$ cat src/rtl/vwb_pkg.sv
package vwb_pkg;

    typedef enum logic [2:0] {
        ST_I = 3'd0,
        ST_S = 3'd1,
        ST_E = 3'd2,
        ST_O = 3'd3,
        ST_M = 3'd4
    } line_state_e;

    typedef enum logic [1:0] {
        VK_DIRTY    = 2'd0,
        VK_DIRTY_SH = 2'd1,
        VK_CLEAN    = 2'd2,
        VK_CLEAN_SH = 2'd3
    } vic_kind_e;

    function automatic logic owns_line(line_state_e st);
        return (st == ST_M) || (st == ST_O) || (st == ST_E);
    endfunction

endpackage

$ cat src/rtl/vwb_victim_decode.sv
module vwb_victim_decode
    import vwb_pkg::*;
(
    input  line_state_e prior,
    input  logic        busy,
    input  vic_kind_e   kind,
    output logic        accept,
    output line_state_e target
);

    always_comb begin
        accept = !busy;
        target = ST_S;
        unique case (prior)
            ST_I, ST_M: begin
                unique case (kind)
                    VK_DIRTY:    target = ST_M;
                    VK_DIRTY_SH: target = ST_O;
                    VK_CLEAN:    target = ST_E;
                    default:     target = ST_S;
                endcase
            end
            ST_O: target = ST_O;
            ST_E: target = (kind == VK_CLEAN_SH) ? ST_S : ST_E;
            default: begin
                unique case (kind)
                    VK_DIRTY_SH: target = ST_O;
                    VK_CLEAN:    target = ST_E;
                    default:     target = ST_S;
                endcase
            end
        endcase
    end

endmodule

$ cat src/rtl/vwb_resolve.sv
module vwb_resolve
    import vwb_pkg::*;
(
    input  line_state_e prior,
    input  line_state_e target,
    input  logic        stale,
    input  logic        shared,
    output line_state_e final_st,
    output logic        present,
    output logic        owner
);

    line_state_e demoted;

    always_comb begin
        demoted = target;
        if (shared) begin
            if (target == ST_M) demoted = ST_O;
            else if (target == ST_E) demoted = ST_S;
        end
        final_st = stale ? prior : demoted;
        present  = (final_st != ST_I);
        owner    = owns_line(final_st);
    end

endmodule

$ cat src/rtl/vwb_ctrl.sv
module vwb_ctrl
    import vwb_pkg::*;
#(
    parameter int NUM_LINES = 8,
    parameter int SRC_W     = 4,
    parameter int DATA_W    = 32,
    localparam int LINE_W   = (NUM_LINES > 1) ? $clog2(NUM_LINES) : 1
) (
    input  logic              clk,
    input  logic              rst_n,
    input  logic              req_valid,
    input  logic [1:0]        req_kind,
    input  logic [LINE_W-1:0] req_line,
    input  logic [SRC_W-1:0]  req_src,
    output logic              req_retry,
    output logic              ack_valid,
    output logic [SRC_W-1:0]  ack_dst,
    output logic [LINE_W-1:0] ack_line,
    input  logic              rsp_valid,
    input  logic              rsp_stale,
    input  logic [LINE_W-1:0] rsp_line,
    input  logic [SRC_W-1:0]  rsp_src,
    input  logic              rsp_dirty,
    input  logic              rsp_shared,
    input  logic [DATA_W-1:0] rsp_data,
    output logic              unblk_valid,
    output logic [LINE_W-1:0] unblk_line,
    output logic              unblk_present,
    output logic              unblk_owner,
    output logic              proto_err,
    input  logic [LINE_W-1:0] look_line,
    output logic [2:0]        look_state,
    output logic              look_busy,
    output logic              look_dirty,
    output logic [DATA_W-1:0] look_data
);

    typedef struct packed {
        line_state_e       st;
        logic              dirty;
        logic [DATA_W-1:0] data;
        logic              busy;
        line_state_e       prior;
        line_state_e       target;
        logic [SRC_W-1:0]  src;
    } line_t;

    typedef struct packed {
        line_t [NUM_LINES-1:0] lines;
        logic                  ack_v;
        logic [SRC_W-1:0]      ack_dst;
        logic [LINE_W-1:0]     ack_line;
        logic                  unb_v;
        logic [LINE_W-1:0]     unb_line;
        logic                  unb_present;
        logic                  unb_owner;
        logic                  err;
    } state_t;

    state_t s_q, s_d;

    line_t       req_ent, rsp_ent;
    logic        dec_accept;
    line_state_e dec_target;
    line_state_e res_state;
    logic        res_present, res_owner;
    logic        rsp_match;

    assign req_ent   = s_q.lines[req_line];
    assign rsp_ent   = s_q.lines[rsp_line];
    assign rsp_match = rsp_ent.busy && (rsp_ent.src == rsp_src);

    vwb_victim_decode u_decode (
        .prior  (req_ent.st),
        .busy   (req_ent.busy),
        .kind   (vic_kind_e'(req_kind)),
        .accept (dec_accept),
        .target (dec_target)
    );

    vwb_resolve u_resolve (
        .prior    (rsp_ent.prior),
        .target   (rsp_ent.target),
        .stale    (rsp_stale),
        .shared   (rsp_shared),
        .final_st (res_state),
        .present  (res_present),
        .owner    (res_owner)
    );

    always_comb begin
        s_d       = s_q;
        s_d.ack_v = 1'b0;
        s_d.unb_v = 1'b0;
        s_d.err   = 1'b0;

        // victim request: acknowledge and park the line
        if (req_valid && dec_accept) begin
            s_d.lines[req_line].busy   = 1'b1;
            s_d.lines[req_line].prior  = req_ent.st;
            s_d.lines[req_line].target = dec_target;
            s_d.lines[req_line].src    = req_src;
            s_d.ack_v    = 1'b1;
            s_d.ack_dst  = req_src;
            s_d.ack_line = req_line;
        end

        // data or stale notice: settle the waiting line
        if (rsp_valid) begin
            if (rsp_match) begin
                s_d.lines[rsp_line].busy = 1'b0;
                s_d.lines[rsp_line].st   = res_state;
                if (!rsp_stale) begin
                    s_d.lines[rsp_line].data  = rsp_data;
                    s_d.lines[rsp_line].dirty = rsp_ent.dirty | rsp_dirty;
                end
                if (res_state == ST_I) begin
                    s_d.lines[rsp_line].dirty = 1'b0;
                end
                s_d.unb_v       = 1'b1;
                s_d.unb_line    = rsp_line;
                s_d.unb_present = res_present;
                s_d.unb_owner   = res_owner;
            end else begin
                s_d.err = 1'b1;
            end
        end
    end

    always_ff @(posedge clk) begin
        if (!rst_n) begin
            s_q <= '0;
        end else begin
            s_q <= s_d;
        end
    end

    assign req_retry     = req_valid && !dec_accept;
    assign ack_valid     = s_q.ack_v;
    assign ack_dst       = s_q.ack_dst;
    assign ack_line      = s_q.ack_line;
    assign unblk_valid   = s_q.unb_v;
    assign unblk_line    = s_q.unb_line;
    assign unblk_present = s_q.unb_present;
    assign unblk_owner   = s_q.unb_owner;
    assign proto_err     = s_q.err;
    assign look_state    = s_q.lines[look_line].st;
    assign look_busy     = s_q.lines[look_line].busy;
    assign look_dirty    = s_q.lines[look_line].dirty;
    assign look_data     = s_q.lines[look_line].data;

endmodule

$ cat config.mk
export PLATFORM = sky130hd
export DESIGN_NAME = vwb_ctrl
export DESIGN_NICKNAME = d
export VERILOG_FILES = /design/src/rtl/vwb_pkg.sv /design/src/rtl/vwb_victim_decode.sv /design/src/rtl/vwb_resolve.sv /design/src/rtl/vwb_ctrl.sv
export SDC_FILE = /design/constraint.sdc
export NUM_CORES = 1
export LEC_CHECK = 0
export ABC_AREA = 1
export ABC_CLOCK_PERIOD_IN_PS = 2400
export BUFFER_PORTS_ARGS = -buffer_cell sky130_fd_sc_hd__buf_2
export CAP_MARGIN = 5
export CORE_MARGIN = 1.5
export CORE_UTILIZATION = 35
export CTS_BUF_LIST = sky130_fd_sc_hd__clkbuf_4 sky130_fd_sc_hd__clkbuf_8
export DETAILED_ROUTE_END_ITERATION = 10
export SETUP_SLACK_MARGIN = 0.1
export SLEW_MARGIN = 20
export SYNTH_ARGS = -nofsm -noshare
export SYNTH_HDL_FRONTEND = slang
export SYNTH_SLANG_ARGS = --single-unit
$ cat constraint.sdc
create_clock -name clk -period 2.4 [get_ports clk]
set_input_delay 0.12 -clock clk [delete_from_list [all_inputs] [get_ports clk]]
set_output_delay 0.12 -clock clk [all_outputs]
set_load 0.03 [all_outputs]
-- Yosys cells after proc, flatten, opt, wreduce, memory -nomap -nowiden
Index checks and enable logic that the tools add are counted.
- order comparisons: 5
- equality and inequality tests: 12
- muxes and demuxes: 48
- bitwise gates (word level): 1
- reductions and logical operators: 15
- operator list (operator ; number):
    376-bit bitwise mux ; 9
    376-bit two-way mux ; 6
    47-bit demux with 3-bit select ; 8
    47-bit binary-select mux with 3-bit select ; 3
    384-bit two-way mux ; 1
    47-bit two-way mux ; 3
    44-bit two-way mux ; 2
    43-bit two-way mux ; 1
    11-bit two-way mux ; 2
    3-bit one-hot mux with 3 select lines ; 2
    3-bit by 2-bit equality test with 1-bit output, second input constant ; 5
    3-bit by 4-bit < comparator with 1-bit output, second input constant ; 3
    3-bit two-way mux ; 4
    10-bit two-way mux ; 1
    3-bit equality test, second input constant ; 3
    7-bit two-way mux ; 1
    3-bit by 1-bit greater-or-equal comparator with 1-bit output, second input constant ; 2
    3-bit zero test ; 2
    6-bit two-way mux ; 1
    1-bit logical AND ; 5
    2-bit equality test, second input constant ; 2
    4-bit equality test ; 1
    4-bit two-way mux ; 1
    2-bit one-hot mux with 2 select lines ; 1
    other kinds (10) ; 12
- register bits: 391
- output and inout port bits: 53

-- Longest topological paths before layout
- word-level depth: 20
- mapped depth: 18
- depth with buffers taken out: 16

-- Modules after synthesis
Synthesis repeated with hierarchy kept, for this count alone.
- cells, all modules: 3368
- area total of the unflattened synthesis: 21043.9 µm²
- by module, submodules not included (module ; times used ; cells an instance ; area each (µm²)):
    vwb_ctrl ; 1 ; 3312 ; 20768.7
    vwb_victim_decode ; 1 ; 28 ; 155.1
    vwb_resolve ; 1 ; 28 ; 120.1

-- Least setup slack after synthesis
OpenSTA, ideal clock, no wires.
- path kind: input-to-reg
- from: in rsp_line[0]
- to: reg s_q[85] in the netlist's numbering
- library setup time: 113 ps
- data arrival time: 1779 ps
- required time: 2287 ps
- slack: 509 ps
- stages: 16
- buffers on the path: 4
- cells stage by stage: buf_4 -> inv_4 -> buf_6 -> nand2_1 -> nand3_1 -> nand2_1 -> o21bai_1 -> inv_2 -> nor2_1 -> nand4_1 -> buf_6 -> nor2_8 -> buf_2 -> nand2_1 -> nand2_1 -> nor2_1
- word-level cells in the longest chain between the ends: 13
- RTL lines (what ; RTL line ; source):
    start, declared ; vwb_ctrl.sv:21 ; input logic [LINE_W-1:0] rsp_line,
    3-bit by 4-bit < comparator with 1-bit output (implied by the code) / 3-bit by 1-bit greater-or-equal comparator with 1-bit output (equally long branches) ; vwb_ctrl.sv:114 ; s_d.lines[rsp_line].data = rsp_data;
    1-bit logical AND (implied by the code) ; vwb_ctrl.sv:114 ;
    43-bit two-way mux (implied by the code) ; vwb_ctrl.sv:114 ;
    47-bit demux with 3-bit select ; vwb_ctrl.sv:114 ;
    376-bit bitwise mux ; vwb_ctrl.sv:114 ;
    376-bit bitwise mux ; vwb_ctrl.sv:115 ; s_d.lines[rsp_line].dirty = rsp_ent.dirty | rsp_dirty;
    376-bit two-way mux ; vwb_ctrl.sv:113 ; if (!rsp_stale) begin
    376-bit two-way mux ; vwb_ctrl.sv:110 ; if (rsp_match) begin
    376-bit two-way mux ; vwb_ctrl.sv:109 ; if (rsp_valid) begin
    376-bit bitwise mux ; vwb_ctrl.sv:118 ; s_d.lines[rsp_line].dirty = 1'b0;
    376-bit two-way mux ; vwb_ctrl.sv:117 ; if (res_state == ST_I) begin
    376-bit two-way mux * ; vwb_ctrl.sv:110 ;
    376-bit two-way mux * ; vwb_ctrl.sv:109 ;
    end signal, assigned ; vwb_ctrl.sv:132 ; s_q <= '0;
    end signal, assigned ; vwb_ctrl.sv:134 ; s_q <= s_d;
    end, declared ; vwb_ctrl.sv:60 ; state_t s_q, s_d;
Every way passes the cells marked *; elsewhere a longest branch is shown, timed or not. The select of a mux whose other input is x is not followed.
A chain may end at the register's enable or synchronous reset.

-- Worst setup path after layout
- from: reg s_q[204] in the netlist's numbering
- to: reg s_q[192] in the netlist's numbering
- word-level cells in the longest chain between the ends: 6
- RTL lines (what ; RTL line ; source):
    47-bit binary-select mux with 3-bit select ; vwb_ctrl.sv:70 ; assign rsp_ent = s_q.lines[rsp_line];
    44-bit two-way mux (implied by the code) ; vwb_ctrl.sv:70 ;
    4-bit equality test ; vwb_ctrl.sv:71 ; assign rsp_match = rsp_ent.busy && (rsp_ent.src == rsp_src);
    1-bit logical AND ; vwb_ctrl.sv:71 ;
    376-bit two-way mux ; vwb_ctrl.sv:110 ;
    376-bit two-way mux ; vwb_ctrl.sv:109 ;
No other way between the ends. The select of a mux whose other input is x is not followed.

==> impl_metrics.json <==
{
  "status": "complete, no violations",
  "io_buffers": 110,
  "finalSetupViolations": 0,
  "switching_share": 0.280,
  "gp_congestion": 0.855,
  "period_needed_ns": 2.18,
  "ir_worst_vdd_mv": 0.355,
  "internal_power_mw": 10.9,
  "crit_top_cell": "nand2_1",
  "power_mw": 15.1,
  "finalSetupTns_ns": 0,
  "die_h_um": 240,
  "netlist_area_sq_mm": 0.0197,
  "antenna_found_initial": 1,
  "yosysUniqueCellTypes": 32,
  "drv_slew": 0,
  "cp.required_ns": 2.93,
  "min_path_type": "in2reg",
  "postRouteAntennaNets": 0,
  "crit_family": "simple AND/OR/NAND/NOR gates",
  "critical_path_class": "reg2reg",
  "tightest_slew_ns": 0.721,
  "synth_edf_count": 0,
  "cpMaxStageDelayCell": "dfxtp_1",
  "cts_tree": "built",
  "num-nets-final": 3346,
  "worstSetupStartpointType": "flop",
  "syn-num-nets": 3207,
  "placed_cells": 3900,
  "met3WireLength_um": 4500,
  "end_kind": "flop",
  "fin_worst_skew_ns": 0.0244,
  "maxSlewHeadroom": 0.519,
  "wl_per_cell_um": 16.7,
  "top_layer": "met4",
  "vias_per_cell": 4.99,
  "wl_met1_um": 32200,
  "finalHoldViolations": 0,
  "clock.fmax_ghz": 0.459,
  "yosysWarningCount": 0,
  "grt_pass1_vias": 18672,
  "grt.total_usage": 0.234,
  "cts_buffers": 70,
  "cap_violations": 0,
  "synth_area_leader_cell": "dfxtp_1",
  "io_pins": 111,
  "yosysTopAreaCellShare": 0.398,
  "synthToLayoutAreaGrowth_pct": 20.7,
  "clkPwrFrac": 0.437,
  "synthArstFlopShare": 0,
  "die_area_sq_mm": 0.0577,
  "clock_latency_ns": 0.65,
  "path_max_fanout": 7,
  "crit_path_max_incr_delay_ns": 0.30,
  "placed_area_sq_mm": 0.0216,
  "stdcell_area_sq_mm": 0.0238,
  "avgSynthCellArea_sq_um": 6.26,
  "first_pass_iters": 5,
  "rows": 86,
  "hpwl_um": 41500,
  "finalHoldWorstSlack_ns": 0.0555,
  "grt_max_degree": 129,
  "clock-root-buffer": "clkbuf_8",
  "cts.sinks": 391,
  "synth_flop_cell": "dfxtp_1",
  "dp_slack_ns": 0.0284,
  "fin_ws_ns": 0.220,
  "synth-seq-cells": 391,
  "finalCritPeriodShare": 0.908,
  "arrival_ns": 2.71,
  "routed-wl-met2_um": 30200,
  "crit_buf_inv": 5,
  "clockBufferDepth": 3,
  "core_area_sq_mm": 0.0553,
  "utilization": 0.430,
  "p_per_area_mw_per_mm2": 635,
  "clk_pin_slew_ns": 0.06,
  "p_switching_mw": 4.23,
  "grt_setup_unrepaired": "false",
  "grt_pass1_wl_um": 106000,
  "ys_seq_area_frac": 0.398,
  "p_leak_nw": 10.2,
  "power_frac_comb": 0.126,
  "synthCells": 3145,
  "wirelength_um": 68400,
  "overflow": 0,
  "drt-initial-drc-count": 1835,
  "initial_utilization": 0.356,
  "drc_errors": 0,
  "ys_top_cells_by_area": "dfxtp_1, nor2_1, nand2_1",
  "power_frac_seq": 0.437,
  "layout.cells.non_filler": 4082,
  "vias": 20353,
  "drive_gt1_frac": 0.125,
  "die_x_um": 240,
  "crit_chain": "inv_1 > nand2_1 > nand3_1 > nand2_1 > o21bai_1 > nand2_1 > nor2_2 > nand4_1 > buf_4 > buf_12 > nor2_4 > buf_6 > clkbuf_16 > nand2_1 > nand2_1 > nor2_1",
  "htreeDepth": 3
}
[path summary, 6_finish.rpt]
| kind | startpoint | to | slack [ns] | depth (start not counted) |
|---|---|---|---|---|
| setup / recovery | s_q[204] | s_q[192] | 0.22 | 16 |
| hold reg to reg | s_q[162] | s_q[162] | 0.45 | 2 |
| setup reg to reg | s_q[204] | s_q[192] | 0.22 | 16 |
| hold / removal | rsp_src[2] | proto_err | 0.06 | 7 |
[per-layer routing]
metal | up-vias | GRT usage
li1 | 10282 | -
met1 | 9349 | 0.323
met2 | 616 | 0.368
met3 | 106 | 0.0439
met4 | 0 | 0.0682
met5 | - | 0
[what timing repair did]
action / in CTS / in global routing
buffers inserted: 0 / 7
endpoints found under the setup margin: 0 / 234
resized for setup: 0 / 11
hold buffers: 48 / 0
endpoints found under the hold margin: 208 / 0
[worst min-delay path: stages]
cell	delay (ns)
buf_2	0.09
nand2_1	0.06
nand2_1	0.05
nor2_1	0.04
nand3_1	0.12
nand3_1	0.11
inv_1	0.07
[flip-flops by register name, summed over array words and instances, names as in the netlist]
register and cells:
ack_dst 4, ack_line 3, ack_valid 1, unblk_owner 1, unblk_line 3, unblk_present 1
unblk_valid 1, s_q 376, proto_err 1
[layout make-up]
| class | instances | area (sq um) |
|---|---|---|
| diodes | 1 | 2.50 |
| clock buffers | 111 | 1410 |
| clock inverters | 10 | 58.8 |
| fillers | 5901 | 31500 |
| inverters | 226 | 853 |
| multi-input cells | 2302 | 9990 |
| flip-flops and latches | 391 | 7830 |
| well taps | 748 | 936 |
| repair buffers | 293 | 2680 |
[Yosys cell counts, drive strengths merged (5+ instances only)]
library cell  count
nor2            898
nand2           736
dfxtp           391
o21ai           250
inv             218
nand4           147
a21oi           136
buf             119
clkbuf          107
nand3            40
a31oi            37
o22ai            35
clkinv            8
a211oi            7
nor3              5
[layout by cell type, fill, tap and decap left out, drive strengths merged, types with 35 or more instances in the layout]
cell type	netlist	routed
dfxtp	391	391
clkbuf	107	117
inv	218	219
nand3	40	40
o22ai	35	35
nor2	898	898
a21oi	136	136
dlygate4sd3	0	48
nand2	736	736
a31oi	37	37
buf	119	239
o21ai	250	250
nand4	147	147
[power groups by stage]
stage	combinational [mW]	sequential, mW	clock, mW
floorplan	1.15	6.74	0
global placement	1.81	6.74	0
detailed placement	1.81	6.74	0
finish	1.90	6.60	6.60
CTS	1.88	6.60	6.73
global route	2.08	6.60	7.00
[cell families after synthesis]
logic type | Yosys count | share of synthesized area
buffers and inverters | 452 | 0.0972
AO/OA/AOI/OAI | 471 | 0.126
AND/OR/NAND/NOR | 1827 | 0.377
adder cells (fa/ha/maj) | 4 | 0.00254
flip-flops | 391 | 0.398
Note: power is estimated with default switching activity, not from simulation.
